$ cat src/rtl/tx_arb_pkg.sv
package tx_arb_pkg;
  localparam int ID_W   = 29;
  localparam int BASE_W = 11;
  localparam int EXT_W  = ID_W - BASE_W;
  localparam int KEY_W  = BASE_W + 1 + EXT_W;
  typedef logic [KEY_W-1:0] key_t;
endpackage

$ cat src/rtl/tx_key_fmt.sv
// Map an identifier to an arbitration-order key: lower key wins on the bus.
module tx_key_fmt
  import tx_arb_pkg::*;
(
  input  logic [ID_W-1:0] id_i,
  input  logic            ext_i,
  output key_t            key_o
);
  always_comb begin
    if (ext_i) key_o = {id_i[ID_W-1 -: BASE_W], 1'b1, id_i[EXT_W-1:0]};
    else       key_o = {id_i[BASE_W-1:0], 1'b0, {EXT_W{1'b0}}};
  end
endmodule

$ cat src/rtl/tx_age_matrix.sv
// older_o[r*N+c] set: buffer r was armed before buffer c.
module tx_age_matrix #(
  parameter int N = 4
) (
  input  logic           clk_i,
  input  logic           rst_ni,
  input  logic [N-1:0]   arm_i,
  input  logic [N-1:0]   live_i,
  output logic [N*N-1:0] older_o
);
  logic [N*N-1:0] older_q;

  always_ff @(posedge clk_i or negedge rst_ni) begin
    if (!rst_ni) begin
      older_q <= '0;
    end else begin
      for (int r = 0; r < N; r++) begin
        for (int c = 0; c < N; c++) begin
          if (r != c) begin
            if (arm_i[r] && arm_i[c]) older_q[r*N+c] <= (r < c);
            else if (arm_i[r])        older_q[r*N+c] <= 1'b0;
            else if (arm_i[c])        older_q[r*N+c] <= 1'b1;
          end
        end
      end
    end
  end

  assign older_o = older_q;

  for (genvar i = 0; i < N; i++) begin : g_row
    for (genvar j = i + 1; j < N; j++) begin : g_col
      assert_order_total_R6: assert property (@(posedge clk_i) disable iff (!rst_ni)
        (live_i[i] && live_i[j]) |-> (older_q[i*N+j] != older_q[j*N+i]));
    end
  end
endmodule

$ cat src/rtl/tx_win_sel.sv
module tx_win_sel
  import tx_arb_pkg::*;
#(
  parameter int N     = 4,
  parameter int IDX_W = 2
) (
  input  logic [N-1:0]       live_i,
  input  logic [N*KEY_W-1:0] keys_i,
  input  logic [N*N-1:0]     older_i,
  output logic [N-1:0]       win_o,
  output logic [IDX_W-1:0]   idx_o
);
  for (genvar i = 0; i < N; i++) begin : g_cand
    logic beats;
    always_comb begin
      beats = live_i[i];
      for (int j = 0; j < N; j++) begin
        if (j != i && live_i[j]) begin
          if (!((keys_i[i*KEY_W +: KEY_W] < keys_i[j*KEY_W +: KEY_W]) ||
                ((keys_i[i*KEY_W +: KEY_W] == keys_i[j*KEY_W +: KEY_W]) && older_i[i*N+j])))
            beats = 1'b0;
        end
      end
    end
    assign win_o[i] = beats;
  end

  always_comb begin
    idx_o = '0;
    for (int i = 0; i < N; i++)
      if (win_o[i]) idx_o = IDX_W'(i);
  end
endmodule

$ cat src/rtl/tx_prio_arb.sv
module tx_prio_arb
  import tx_arb_pkg::*;
#(
  parameter int NUM_BUF = 4,
  localparam int IDX_W  = (NUM_BUF > 1) ? $clog2(NUM_BUF) : 1
) (
  input  logic                    clk_i,
  input  logic                    rst_ni,
  input  logic [NUM_BUF-1:0]      arm_i,
  input  logic [NUM_BUF-1:0]      clr_i,
  input  logic [NUM_BUF*ID_W-1:0] wr_id_i,
  input  logic [NUM_BUF-1:0]      wr_ext_i,
  input  logic                    tx_start_i,
  input  logic                    tx_done_i,
  input  logic                    tx_abort_i,
  output logic                    req_o,
  output logic [IDX_W-1:0]        sel_idx_o,
  output logic [ID_W-1:0]         sel_id_o,
  output logic                    sel_ext_o
);
  logic [NUM_BUF-1:0]         armed_q;
  logic [ID_W-1:0]            id_q [NUM_BUF];
  logic [NUM_BUF-1:0]         ext_q;
  logic                       busy_q;
  logic [IDX_W-1:0]           lock_q;
  logic [NUM_BUF*KEY_W-1:0]   keys_w;
  logic [NUM_BUF*NUM_BUF-1:0] older_w;
  logic [NUM_BUF-1:0]         win_w;
  logic [IDX_W-1:0]           win_idx;
  logic [NUM_BUF-1:0]         arm_eff, clr_eff, lock_oh, done_mask;
  logic                       done_ev, abort_ev, grant_ev;

  assign done_ev  = busy_q && tx_done_i;
  assign abort_ev = busy_q && tx_abort_i && !tx_done_i;
  assign req_o    = !busy_q && (|armed_q);
  assign grant_ev = tx_start_i && req_o;

  always_comb begin
    lock_oh = '0;
    for (int i = 0; i < NUM_BUF; i++)
      if (lock_q == IDX_W'(i)) lock_oh[i] = 1'b1;
  end

  assign arm_eff   = arm_i & ~armed_q & ~clr_i;
  assign clr_eff   = clr_i & ~(busy_q ? lock_oh : '0);
  assign done_mask = done_ev ? lock_oh : '0;

  for (genvar b = 0; b < NUM_BUF; b++) begin : g_buf
    always_ff @(posedge clk_i or negedge rst_ni) begin
      if (!rst_ni) begin
        id_q[b]  <= '0;
        ext_q[b] <= 1'b0;
      end else if (arm_eff[b]) begin
        id_q[b]  <= wr_id_i[b*ID_W +: ID_W];
        ext_q[b] <= wr_ext_i[b];
      end
    end

    tx_key_fmt u_key (
      .id_i  (id_q[b]),
      .ext_i (ext_q[b]),
      .key_o (keys_w[b*KEY_W +: KEY_W])
    );
  end

  always_ff @(posedge clk_i or negedge rst_ni) begin
    if (!rst_ni) begin
      armed_q <= '0;
      busy_q  <= 1'b0;
      lock_q  <= '0;
    end else begin
      armed_q <= (armed_q | arm_eff) & ~clr_eff & ~done_mask;
      if (done_ev || abort_ev) begin
        busy_q <= 1'b0;
      end else if (grant_ev) begin
        busy_q <= 1'b1;
        lock_q <= win_idx;
      end
    end
  end

  tx_age_matrix #(.N(NUM_BUF)) u_age (
    .clk_i   (clk_i),
    .rst_ni  (rst_ni),
    .arm_i   (arm_eff),
    .live_i  (armed_q),
    .older_o (older_w)
  );

  tx_win_sel #(.N(NUM_BUF), .IDX_W(IDX_W)) u_sel (
    .live_i  (armed_q),
    .keys_i  (keys_w),
    .older_i (older_w),
    .win_o   (win_w),
    .idx_o   (win_idx)
  );

  assign sel_idx_o = busy_q ? lock_q : win_idx;
  assign sel_id_o  = id_q[sel_idx_o];
  assign sel_ext_o = ext_q[sel_idx_o];

  // Independent check: no armed buffer outranks the offered one.
  logic min_ok;
  always_comb begin
    min_ok = armed_q[win_idx];
    for (int j = 0; j < NUM_BUF; j++) begin
      if (armed_q[j] && IDX_W'(j) != win_idx) begin
        if (keys_w[j*KEY_W +: KEY_W] < keys_w[win_idx*KEY_W +: KEY_W]) min_ok = 1'b0;
        if (keys_w[j*KEY_W +: KEY_W] == keys_w[win_idx*KEY_W +: KEY_W] &&
            older_w[j*NUM_BUF + int'(win_idx)]) min_ok = 1'b0;
      end
    end
  end

  assert_min_key_R4: assert property (@(posedge clk_i) disable iff (!rst_ni)
    req_o |-> min_ok);

  assert_grant_lock_R8: assert property (@(posedge clk_i) disable iff (!rst_ni)
    grant_ev |=> (!req_o && sel_idx_o == $past(sel_idx_o)));

  assert_frozen_R8: assert property (@(posedge clk_i) disable iff (!rst_ni)
    (busy_q && !tx_done_i && !tx_abort_i) |=> (sel_idx_o == $past(sel_idx_o)));

  assert_done_clear_R9: assert property (@(posedge clk_i) disable iff (!rst_ni)
    (busy_q && tx_done_i) |=> !armed_q[$past(lock_q)]);

  assert_abort_keep_R9: assert property (@(posedge clk_i) disable iff (!rst_ni)
    (busy_q && tx_abort_i && !tx_done_i) |=> armed_q[$past(lock_q)]);
endmodule

$ cat config.mk
export PLATFORM = sky130hd
export DESIGN_NAME = tx_prio_arb
export DESIGN_NICKNAME = d
export VERILOG_FILES = /design/src/rtl/tx_arb_pkg.sv /design/src/rtl/tx_key_fmt.sv /design/src/rtl/tx_age_matrix.sv /design/src/rtl/tx_win_sel.sv /design/src/rtl/tx_prio_arb.sv
export SDC_FILE = /design/constraint.sdc
export NUM_CORES = 1
export LEC_CHECK = 0
export CORE_MARGIN = 5
export CORE_UTILIZATION = 63
export DETAILED_ROUTE_END_ITERATION = 10
export DONT_BUFFER_PORTS = 1
export GPL_TIMING_DRIVEN = 0
export PLACE_DENSITY = 0.81
export SYNTH_ARGS = -nofsm -noshare
export SYNTH_HDL_FRONTEND = slang
export SYNTH_SLANG_ARGS = --single-unit
export TNS_END_PERCENT = 50
$ cat constraint.sdc
create_clock -name clk_i -period 9.5 [get_ports clk_i]
set_clock_uncertainty 0.05 [all_clocks]
set_input_delay 1.425 -clock clk_i [delete_from_list [all_inputs] [get_ports clk_i]]
set_output_delay 1.425 -clock clk_i [all_outputs]
set_load 0.02 [all_outputs]
==> impl_metrics.csv, run 1 <==
group,metric,value,unit
clocking,max-clock-path-buffers,2,
global_routing,vias_in_the_first_global_route,9488,
detailed_routing,routed_wirelength,38900,um
sta,finalSetupViolations,0,
run_status,result_of_the_run,"finished clean",
critical_path,worst-endpoint-required,8030,ps
detailed_routing,route.vias.total,9385,
yosys,ys_types,67,
floorplan,core,18000,um2
sta,fin_hold_ws,446,ps
critical_path,arrival,6550,ps
final_layout,final_nets,1447,
final_layout,number_of_inserted_filler_cells_in_the_final_layout,1439,
yosys,yosys_warnings,0,
clocking,postCtsSetupBuffers,0,
floorplan,placementRows,49,
detailed_routing,vias_per_cell,6.71,
yosys,postSynthRegisterBits,136,
detailed_routing,route.detailed.wl_per_inst,27.8,um
clocking,cts_max_level,4,
global_routing,grt_use_total,37.3,%
sta,worst_slack,1470,ps
yosys,syn_nets,1428,
global_routing,grt_antenna_before_repair,0,
worst_hold_path,holdPathStages,1,
yosys,syn-mean-instance-area,10.1,um2
sta,max_freq,125,MHz
sta,tightest_slew,1030,ps
floorplan,die_area,21000,um2
clocking,tritoncts_clock_tree,"yes",
critical_path,timing.setup.critical_path_class,"flip-flop to primary output",
final_layout,layout_cells_sized_above_1,16.6,%
power_and_ir_drop,share_seq_of_total_power,26.2,%
floorplan,die_h,145,um
yosys,post_synth_inst_count,1135,
final_layout,areaGrowthSynthToFinish,7.67,%
yosys,synth-edff-count,0,
floorplan,dieWidth,145,um
sta,rsz_0062_raised_after_global_routing,"false",
critical_path,critical_register_to_register_path_endpoint,"lock_q[1]",
critical_path,worst-r2r-cell-count,15,
global_routing,grt_start_max_net_pins,137,
placement,placement.io_buffers,0,
power_and_ir_drop,powerDensity,276,nW/um2
power_and_ir_drop,vdd_ir_drop_max,0.164,mV
power_and_ir_drop,power.static_leakage,5.98,nW
power_and_ir_drop,totalPowerFinal,3.41,mW
global_routing,grt_first_pass_wirelength,57400,um
placement,dpl_worst_slack,2230,ps
sta,setup-tns-final,0,ps
floorplan,num_io_pins,166,
sta,relSlewSlack,31.6,%
detailed_routing,drt_iter0_drc,1014,
critical_path,startpoint_type,"flip-flop",
yosys,synth_top_flop_cell,"dfrtp_1",
power_and_ir_drop,clkPwrFrac,19.9,%
power_and_ir_drop,p_comb_share,53.8,%
sta,post_layout_min_period,8030,ps
global_routing,overall_overflow_remaining_after_global_route,0,
critical_path,worstPathMaxFanout,10,
critical_path,end_kind,"primary output",
yosys,async_flop_share,100,%
critical_path,rr_startpoint,"ext_q[3]",
placement,dp_hpwl,30800,um
worst_hold_path,min_from,"u_age.older_o[7]",
sta,fin_crit_sh,84.5,%
clocking,clock-sinks,136,
clocking,number_of_buffers_created_by_cts,17,
worst_hold_path,hold-path-endpoint,"u_age.older_o[7]",
clocking,clock_latency,440,ps
worst_hold_path,min_path_type,"flip-flop to flip-flop",
yosys,seq_area_frac_synth,29.7,%
detailed_routing,antenna_viol_nets_final,0,
critical_path,regToRegSetupSlack,4180,ps
clocking,clock_tree.root_cell,"clkbuf_16",
job,drv.max_cap_violation_count,0,
clocking,clkSlewWorstSetupHoldPaths,70,ps
clocking,holdBufCountCts,0,
placement,global_placer_s_final_weighted_congestion,0.999,
clocking,quantity_of_gates_resized_following_cts,0,
power_and_ir_drop,p_sw_share,45.8,%
detailed_routing,detail_route.drc_violations,0,
yosys,syn_area,11500,um2
detailed_routing,drt_pre_antenna_iters,5,
sta,timing_hold_violations_final,0,
power_and_ir_drop,p_switching,1.56,mW
sta,timing_max_transition_violations_final,0,
power_and_ir_drop,p_int,1.85,mW
floorplan,initial_core_util,63.8,%
## worst max-delay path, cell delays in order, from the launching register on
cell and delay, ps:
dfrtp_1 490, buf_2 310, buf_1 690, clkbuf_1 650, nand2_1 260, inv_1 110, ha_1 170, nand4_1 150
or4_1 650, o31ai_1 540, a31oi_1 170, a311oi_1 250, o211ai_1 180, or2_1 270, o31a_1 130, a21o_1 200
buf_6 150, buf_12 150, mux2i_1 580
## Yosys cell counts, types with 5 or more instances
cell type	number	share of area, %
mux2i_1	127	11
o21ai_0	42	1.8
a21o_1	32	2.1
dfrtp_1	136	30
a221o_1	6	0.52
and2_1	28	1.5
and4_1	9	0.69
nor2b_1	16	0.87
a21oi_1	55	2.4
nor2_1	30	0.98
nand2b_1	8	0.44
buf_2	8	0.35
o21a_1	7	0.46
mux2_2	127	12
nand2_1	85	2.8
a221oi_1	5	0.38
inv_1	70	2.3
a211oi_1	5	0.33
a31oi_1	11	0.60
clkbuf_1	24	0.79
ha_1	160	17
nand3_1	14	0.61
nand4_1	31	1.7
nor3_1	7	0.31
buf_6	8	0.79
xnor2_1	9	0.69
## stage by stage
stage               utilization [%]  cell area (um2)  cells
CTS                            68.7            12300   1396
finish                         68.7            12300   1398
floorplan                         -            11500   1135
global route                   68.7            12300   1396
detailed placement             65.4            11700   1364
global placement               65.4            11700   1364
## metal layers
| metal | global-route usage (%) | vias to the layer above | share of wire [%] |
|---|---|---|---|
| met2 | 59.7 | 503 | 47 |
| met3 | 8.08 | 108 | 8.8 |
| met4 | 15.3 | 0 | 4.3 |
| met5 | 0 | - | 0 |
| met1 | 49.2 | 4556 | 40 |
| li1 | - | 4218 | - |
## cell usage in the layout, fill, tap and decap left out, types with 4 or more instances in the layout
cell type    n
nand2_1     85
xnor2_1      9
a31oi_1     11
a21oi_1     55
o21ai_0     42
nand3_1     14
nor3_1       7
mux2_2     127
nand4_1     31
and4_1       9
o211ai_1     4
inv_1       70
maj3_1       4
nand2b_1     8
mux2i_1    127
buf_2        8
clkbuf_16   17
a211oi_1     5
o21a_1       7
buf_6        8
a21o_1      32
dfrtp_1    136
nor2_1      30
o221ai_1     4
a221o_1      6
nor2b_1     16
and2_1      28
a221oi_1     5
ha_1       160
clkbuf_1    25
## final cells by class
cell class              instances  area, um2  share of cell area, %
multi-input cells             880       7460                   60.5
flip-flops and latches        136       3400                   27.6
clock buffers                  19        443                   3.59
plain buffers                  49        330                   2.68
well taps                     229        287                   2.32
inverters                      70        263                   2.13
clock inverters                13        145                   1.18
diodes                          2       5.00                 0.0406
## flip-flops by register name, summed over array words and instances (netlist names)
name / flops
ext_q: 4
id_q: 116
armed_q: 4
u_age.older_o: 9
lock_q: 2
busy_q: 1
## logic make-up after synthesis
logic type	synth area share, %
xor gates and xnor gates	0.764
buffers and inverters	5.17
adders and majority gates	17.8
and+or+nand+nor	11.6
muxes	23.6
DFF	29.7
AOI/OAI and AO/OA	11.4
## worst max-delay path by stage
stage / start / endpoint / depth (start not counted)
2_1_floorplan: ext_q[3] / sel_ext_o / 18
3_3_place_gp: ext_q[3] / sel_id_o[8] / 18
3_5_place_dp: ext_q[3] / sel_id_o[8] / 18
4_1_cts: ext_q[3] / sel_id_o[8] / 18
5_1_grt: ext_q[3] / sel_id_o[8] / 18
6_report: ext_q[3] / sel_id_o[8] / 18
## power by group through the flow
stage          Sequential, mW  Clock [mW]  Combinational, mW
6_report                0.895       0.681               1.84
5_1_grt                 0.901       0.714               1.99
4_1_cts                 0.881       0.683               1.81
3_5_place_dp            0.890           0               1.79
3_3_place_gp            0.887           0               1.77
2_1_floorplan           0.799           0               1.37
No activity file was read; power rests on OpenSTA's default activity.
==> run 2, diff against run 1 <==
==> constraint.sdc (replaced) <==
create_clock -name clk_i -period 7.9 [get_ports clk_i]
set_clock_uncertainty 0.05 [all_clocks]
set_input_delay 1.185 -clock clk_i [delete_from_list [all_inputs] [get_ports clk_i]]
set_output_delay 1.185 -clock clk_i [all_outputs]
set_load 0.02 [all_outputs]
==> results of run 2 <==
Same layout as run 1 (identical final DEF). Status: finished clean.
Main changes from that run: setup slack after placement 2230 ps -> 870 ps; setup slack after layout 1470 ps -> 110 ps; hold slack 446 ps -> 388 ps; register-to-register setup slack 4180 ps -> 2580 ps; total power 3.41 mW -> 4.10 mW; worst IR drop on VDD 0.164 mV -> 0.197 mV
